===== src/rtl/sba_pkg.sv =====
// Shared types for the split-aware bus arbiter.
package sba_pkg;
    // Slave response code on the bus.
    typedef enum logic [1:0] {
        RESP_OKAY  = 2'b00,
        RESP_ERROR = 2'b01,
        RESP_RETRY = 2'b10,
        RESP_SPLIT = 2'b11
    } sba_resp_e;

    // Kind of the next arbitration slot.
    typedef enum logic {
        SLOT_PROC   = 1'b0,
        SLOT_SHARED = 1'b1
    } sba_slot_e;
endpackage


===== src/rtl/sba_first_pick.sv =====
// Circular first-set finder.
// Searches vec starting at the position just after 'after' and wrapping round.
// It reports whether any bit is set and the index of the first one found.
// Assumes N_MST >= 2. Purely combinational.
module sba_first_pick #(
    parameter int N_MST = 16,
    localparam int IW = (N_MST > 1) ? $clog2(N_MST) : 1
) (
    input  logic [N_MST-1:0] vec,
    input  logic [IW-1:0]    after,
    output logic             found,
    output logic [IW-1:0]    idx
);
    int pos;

    // Walk N_MST positions after 'after' and keep the first set bit.
    always_comb begin
        found = 1'b0;
        idx   = '0;
        pos   = 0;
        for (int k = 1; k <= N_MST; k++) begin
            pos = int'(after) + k;
            if (pos >= N_MST) pos = pos - N_MST;
            if (!found && vec[pos[IW-1:0]]) begin
                found = 1'b1;
                idx   = pos[IW-1:0];
            end
        end
    end
endmodule


===== src/rtl/sba_split_track.sv =====
// Split bookkeeping for the arbiter.
// Holds, per master, the masked flag, the slave it was split against and the
// boost flag. From these it derives which requests are blocked.
// Assumes split_idx is the master granted for the transfer that got the SPLIT.
// Assumes a release for a master that is not masked must be ignored.
module sba_split_track #(
    parameter int N_MST = 16,
    parameter int N_SLV = 4,
    localparam int IW = (N_MST > 1) ? $clog2(N_MST) : 1,
    localparam int SW = (N_SLV > 1) ? $clog2(N_SLV) : 1
) (
    input  logic                clk,
    input  logic                rst_n,
    input  logic                split_now,
    input  logic [IW-1:0]       split_idx,
    input  logic [SW-1:0]       split_slv,
    input  logic [N_MST-1:0]    rel,
    input  logic [N_MST-1:0]    clr_boost,
    input  logic [N_MST*SW-1:0] req_slv,
    output logic [N_MST-1:0]    mask_eff,
    output logic [N_MST-1:0]    blocked,
    output logic [N_MST-1:0]    boost_q
);
    logic [N_MST-1:0] mask_q;
    logic [N_MST-1:0] split_hot;
    logic [SW-1:0]    mslv_q   [N_MST];
    logic [SW-1:0]    mslv_eff [N_MST];
    logic [N_SLV-1:0] busy;

    assign split_hot = split_now ? (N_MST'(1) << split_idx) : '0;
    // A master split on this edge is already excluded from this decision.
    assign mask_eff  = mask_q | split_hot;

    for (genvar g = 0; g < N_MST; g++) begin : g_mst
        // Slave that this master is parked against, including a split on this edge.
        assign mslv_eff[g] = split_hot[g] ? split_slv : mslv_q[g];

        // Request blocked if its tagged slave has a split outstanding.
        assign blocked[g] = busy[req_slv[g*SW +: SW]];

        // Remember the slave a master was split against.
        always_ff @(posedge clk) begin
            if (!rst_n)            mslv_q[g] <= '0;
            else if (split_hot[g]) mslv_q[g] <= split_slv;
        end
    end

    // Mark each slave that some masked master is waiting on.
    always_comb begin
        busy = '0;
        for (int s = 0; s < N_SLV; s++) begin
            for (int i = 0; i < N_MST; i++) begin
                if (mask_eff[i] && (mslv_eff[i] == SW'(s))) busy[s] = 1'b1;
            end
        end
    end

    // Update masks and boosts: only masked masters can be released and boosted.
    always_ff @(posedge clk) begin
        if (!rst_n) begin
            mask_q  <= '0;
            boost_q <= '0;
        end else begin
            mask_q  <= (mask_q & ~rel) | split_hot;
            boost_q <= (boost_q & ~clr_boost) | (rel & mask_q);
        end
    end
endmodule


===== src/rtl/split_bus_arbiter.sv =====
// Split-aware bus arbiter, top level.
// Slots alternate between processor (master 0) and shared. Shared slots rotate
// over masters 1..N-1, and any slot left unused goes to whoever is eligible.
// Released masters are boosted ahead of the rotation. Requests to a slave with
// a split outstanding are held off.
// Assumes hready high means the bus is idle or a transfer ends this cycle.
// Assumes resp is only meaningful together with hready.
module split_bus_arbiter
    import sba_pkg::*;
#(
    parameter int N_MST = 16,
    parameter int N_SLV = 4,
    localparam int IDX_W = (N_MST > 1) ? $clog2(N_MST) : 1,
    localparam int SW    = (N_SLV > 1) ? $clog2(N_SLV) : 1
) (
    input  logic                clk,
    input  logic                rst_n,
    input  logic [N_MST-1:0]    req,
    input  logic [N_MST*SW-1:0] req_slv,
    input  logic                hready,
    input  logic [1:0]          resp,
    input  logic [N_MST-1:0]    split_rel,
    output logic [N_MST-1:0]    grant,
    output logic [IDX_W-1:0]    grant_idx
);
    logic [N_MST-1:0] mask_eff, blocked, boost_q, elig;
    logic [N_MST-1:0] boost_cand, rot_cand, clr_boost;
    logic [N_MST-1:0] grant_q;
    logic [IDX_W-1:0] grant_idx_q, rr_q, nxt_idx, bst_idx, rot_idx;
    logic [SW-1:0]    gslv_q;
    logic             split_now, bst_found, rot_found, rot_adv;
    sba_slot_e        slot_q;

    assign split_now = hready && (resp == RESP_SPLIT);

    sba_split_track #(.N_MST(N_MST), .N_SLV(N_SLV)) u_track (
        .clk       (clk),
        .rst_n     (rst_n),
        .split_now (split_now),
        .split_idx (grant_idx_q),
        .split_slv (gslv_q),
        .rel       (split_rel),
        .clr_boost (clr_boost),
        .req_slv   (req_slv),
        .mask_eff  (mask_eff),
        .blocked   (blocked),
        .boost_q   (boost_q)
    );

    assign elig       = req & ~mask_eff & ~blocked;
    assign boost_cand = elig & boost_q;
    assign rot_cand   = elig & ~N_MST'(1);

    // Lowest boosted index: search starting after the top index.
    sba_first_pick #(.N_MST(N_MST)) u_boost_pick (
        .vec   (boost_cand),
        .after (IDX_W'(N_MST - 1)),
        .found (bst_found),
        .idx   (bst_idx)
    );

    // Rotating pick among the non-processor masters.
    sba_first_pick #(.N_MST(N_MST)) u_rot_pick (
        .vec   (rot_cand),
        .after (rr_q),
        .found (rot_found),
        .idx   (rot_idx)
    );

    // Choose the next master: processor slot, boost, rotation, processor, default.
    always_comb begin
        rot_adv = 1'b0;
        if (slot_q == SLOT_PROC && elig[0]) begin
            nxt_idx = '0;
        end else if (bst_found) begin
            nxt_idx = bst_idx;
        end else if (rot_found) begin
            nxt_idx = rot_idx;
            rot_adv = 1'b1;
        end else begin
            nxt_idx = '0;
        end
    end

    assign clr_boost = hready ? (N_MST'(1) << nxt_idx) : '0;

    // Register the decision on every hready edge and hold it otherwise.
    always_ff @(posedge clk) begin
        if (!rst_n) begin
            grant_idx_q <= '0;
            grant_q     <= N_MST'(1);
            gslv_q      <= '0;
            slot_q      <= SLOT_PROC;
            rr_q        <= IDX_W'(N_MST - 1);
        end else if (hready) begin
            grant_idx_q <= nxt_idx;
            grant_q     <= N_MST'(1) << nxt_idx;
            gslv_q      <= req_slv[nxt_idx*SW +: SW];
            slot_q      <= (slot_q == SLOT_PROC) ? SLOT_SHARED : SLOT_PROC;
            if (rot_adv) rr_q <= nxt_idx;
        end
    end

    assign grant     = grant_q;
    assign grant_idx = grant_idx_q;
endmodule


===== config.mk =====
export PLATFORM = sky130hd
export DESIGN_NAME = split_bus_arbiter
export DESIGN_NICKNAME = d
export VERILOG_FILES = /design/src/rtl/sba_pkg.sv /design/src/rtl/sba_first_pick.sv /design/src/rtl/sba_split_track.sv /design/src/rtl/split_bus_arbiter.sv
export SDC_FILE = /design/constraint.sdc
export NUM_CORES = 1
export LEC_CHECK = 0
export ABC_AREA = 1
export BUFFER_PORTS_ARGS = -buffer_cell sky130_fd_sc_hd__buf_2
export CORE_MARGIN = 3
export CORE_UTILIZATION = 68
export CTS_BUF_LIST = sky130_fd_sc_hd__clkbuf_8
export DETAILED_ROUTE_END_ITERATION = 10
export PLACE_DENSITY = 0.89
export SYNTH_ARGS = -nofsm -noshare
export SYNTH_HDL_FRONTEND = slang
export SYNTH_HIERARCHICAL = 1
export SYNTH_SLANG_ARGS = --single-unit

===== constraint.sdc =====
create_clock -name clk -period 13.9 [get_ports clk]
set_input_delay 2.78 -clock clk [delete_from_list [all_inputs] [get_ports clk]]
set_output_delay 2.78 -clock clk [all_outputs]
set_load 0.02 [all_outputs]

==> out/metrics.yaml <==
port_buffers: 88
clock_path_buffers: 2
grt_max_degree: 65
irDropWorstVdd_mv: 0.114
grt_usage_pct: 41.2
yosys.area.top_type: "nand2_1"
rsz0062_at_grt: "no"
fin_setup_tns_ns: 0
cts_resized: 0
post_cts_buffers: 0
cts_root_buffer: "clkbuf_8"
setup_violations: 0
synth-seq-cells: 91
netlist.area_leader.share_pct: 19.7
area_delta_synth_final_pct: 5.48
min_path_cells: 2
wl_per_cell_um: 17.8
synth-edff-count: 32
core_area_um2: 14600
fin_crit_ns: 9.97
cp.arrival_ns: 10.19
vias_per_cell: 6.22
fin_crit_sh_pct: 71.7
synth.most_common_cell: "nand2_1"
switching_power_uw: 396
yosys-top-cells-area: "nand2_1 20%, nand3_1 17%, dfxtp_1 12%, edfxtp_1 9.4%, nor2_1 6.6%"
synth_cell_type_count: 47
tightestPinTransition_ns: 1.15
postSynthCellCount: 1751
worstHoldStart: "u_track/boost_q[2]"
cap_violations: 0
grt_antenna_before_repair: 0
die_x_um: 128
cts_tree: "built"
rows: 44
drive_above_1_share_pct: 12.4
worstPathRequired_ns: 14.13
reg2regPathDepth: 36
timing.rr.end: "u_track/boost_q[3]"
worst-path-max-fanout: 20
drt_wl_total_um: 35500
drc: 0
synth-seq-area-share_pct: 21.0
max_freq_ghz: 0.100
internal_power_uw: 479
syn_area_um2: 10200
r2r_slack_ns: 6.37
pwr-share-clk_pct: 22.0
grt_pass1_vias: 10931
final-hold-violation-count: 0
globalplace.congestion: 1.02
initial_core_util_pct: 69.9
fillCellCount: 1289
max_stage_delay_ns: 0.65
startpoint: "hready"
synth_warnings: 6
synth_area_per_cell_um2: 5.83
powerDensity_nw_per_um2: 81.3
cts_made_buffers: 9
outcome: "complete, no violations"
pwr-share-comb_pct: 44.0
min_to: "u_track/boost_q[2]"
hpwl_um: 27300
reg2reg_from: "grant_idx[2]"
n_antenna_cell: 0
grt_pass1_wl_um: 54200
finalClockSkew_ns: 0.0190
swShare_pct: 45.3
synth-main-ff-cell: "dfxtp_1"
max-slew-margin-rel_pct: 23.4
critPathCaptureType: "register"
clk_pin_slew_ns: 0.10
io_pins: 89
grt-ovfl-total: 0
worstSetupStartpointType: "input port"
cp_slowest_cell: "nor3b_1"
timing.critical_path.mode_cell: "nand2_1"
p_total_uw: 875
cts-hold-fix-buffers: 0
hp-class: "reg2reg"
hold_slack_ns: 0.467
clkLatencyLatePin_ns: 0.39
drt_iter0_drc: 1951
synth-async-reset-ratio_pct: 0
die-area_um2: 16500
synth_common_cells: "535 x nand2_1, 353 x nand3_1, 179 x nor2_1, 174 x inv_1, 64 x a21oi_1"
fin_nets: 1893
final_max_slew_viol_count: 0
h-tree-depth: 3
vias: 12412
die_h_um: 128
final_antenna_net_count: 0
drtPass1Iterations: 8
seqPwrFrac_pct: 34.0
path_class: "in2reg"
clock_sinks: 91
p_leak_uw: 0.00552
[metrics by stage]
stage	area, um^2	util (%)	setup slack [ns]	cells
final	10800	73.7	3.93	1997
after global routing	10800	73.7	3.57	1997
after CTS	10800	73.7	4.42	1997
after detailed placement	10600	72.3	4.06	1981
after global placement	10600	72.3	4.20	1981
after floorplan	10300	-	6.17	1769
[area by class of cell]
type / instances / area [um^2] / area share, %
clock buffers: 9 / 124 / 1.15
clock inverters: 7 / 80.1 / 0.744
inverters: 201 / 772 / 7.18
multi-input cells: 1416 / 6960 / 64.7
flip-flops and latches: 91 / 2140 / 19.9
well taps: 184 / 230 / 2.14
repair buffers: 89 / 448 / 4.16
[flip-flops by register name (all words and copies together), names as in the netlist]
signal	cells
u_track/boost_q	16
rr_q	4
u_track/mask_q	16
grant_idx	4
u_track/mslv_q	32
grant	16
slot_q	1
gslv_q	2
[worst max-delay path: cells and delay by family]
kind                   cells  cell delay [ns]
AO/OA/AOI/OAI              2             0.66
buffers and inverters      6             1.04
AND/OR/NAND/NOR           31             5.69
[power groups by stage]
stage	logic (uW)	clock network, uW	registers, uW
2_1_floorplan	289	0	300
4_1_cts	363	192	296
3_5_place_dp	361	0	302
6_report	385	192	297
3_3_place_gp	358	0	302
5_1_grt	419	202	298
[worst max-delay path by stage]
stage	cells past startpoint	to	slack, ns
2_1_floorplan	46	u_track/boost_q[11]	6.17
3_3_place_gp	39	u_track/boost_q[3]	4.20
3_5_place_dp	39	u_track/boost_q[3]	4.06
4_1_cts	39	u_track/boost_q[3]	4.42
5_1_grt	43	u_track/boost_q[3]	3.57
6_report	39	u_track/boost_q[3]	3.93
[routing by layer]
layer	global-route usage, %	vias up	routed length [um]	part of all wire, %
li1	-	5803	-	-
met1	49.6	5478	12700	36
met2	66.6	905	15900	45
met3	10.6	226	4340	12
met4	24.2	0	2440	6.9
met5	0	-	0	0
[cell usage in the layout, fill, tap and decap left out, drive strengths merged, types with 9 or more instances in the layout]
cell type | Yosys | routed
o21ai | 21 | 21
edfxtp | 32 | 32
inv | 199 | 205
xor2 | 14 | 14
buf | 45 | 89
nand2 | 555 | 555
conb | 2 | 20
and2 | 15 | 15
nand4 | 47 | 47
dfxtp | 59 | 59
nor3 | 27 | 27
nand3 | 369 | 369
nor2 | 214 | 214
a21oi | 64 | 64
nor3b | 15 | 15
clkbuf | 16 | 9
ha | 16 | 16
[logic make-up after synthesis]
family          synth area share [%]
simple gates                    57.5
buf+inv                         11.4
compound gates                  5.89
flops                           21.0
xor+xnor                        2.13
fa+ha+maj                       1.96
other cells                   0.0736
Power figures use the tool's default switching activity.
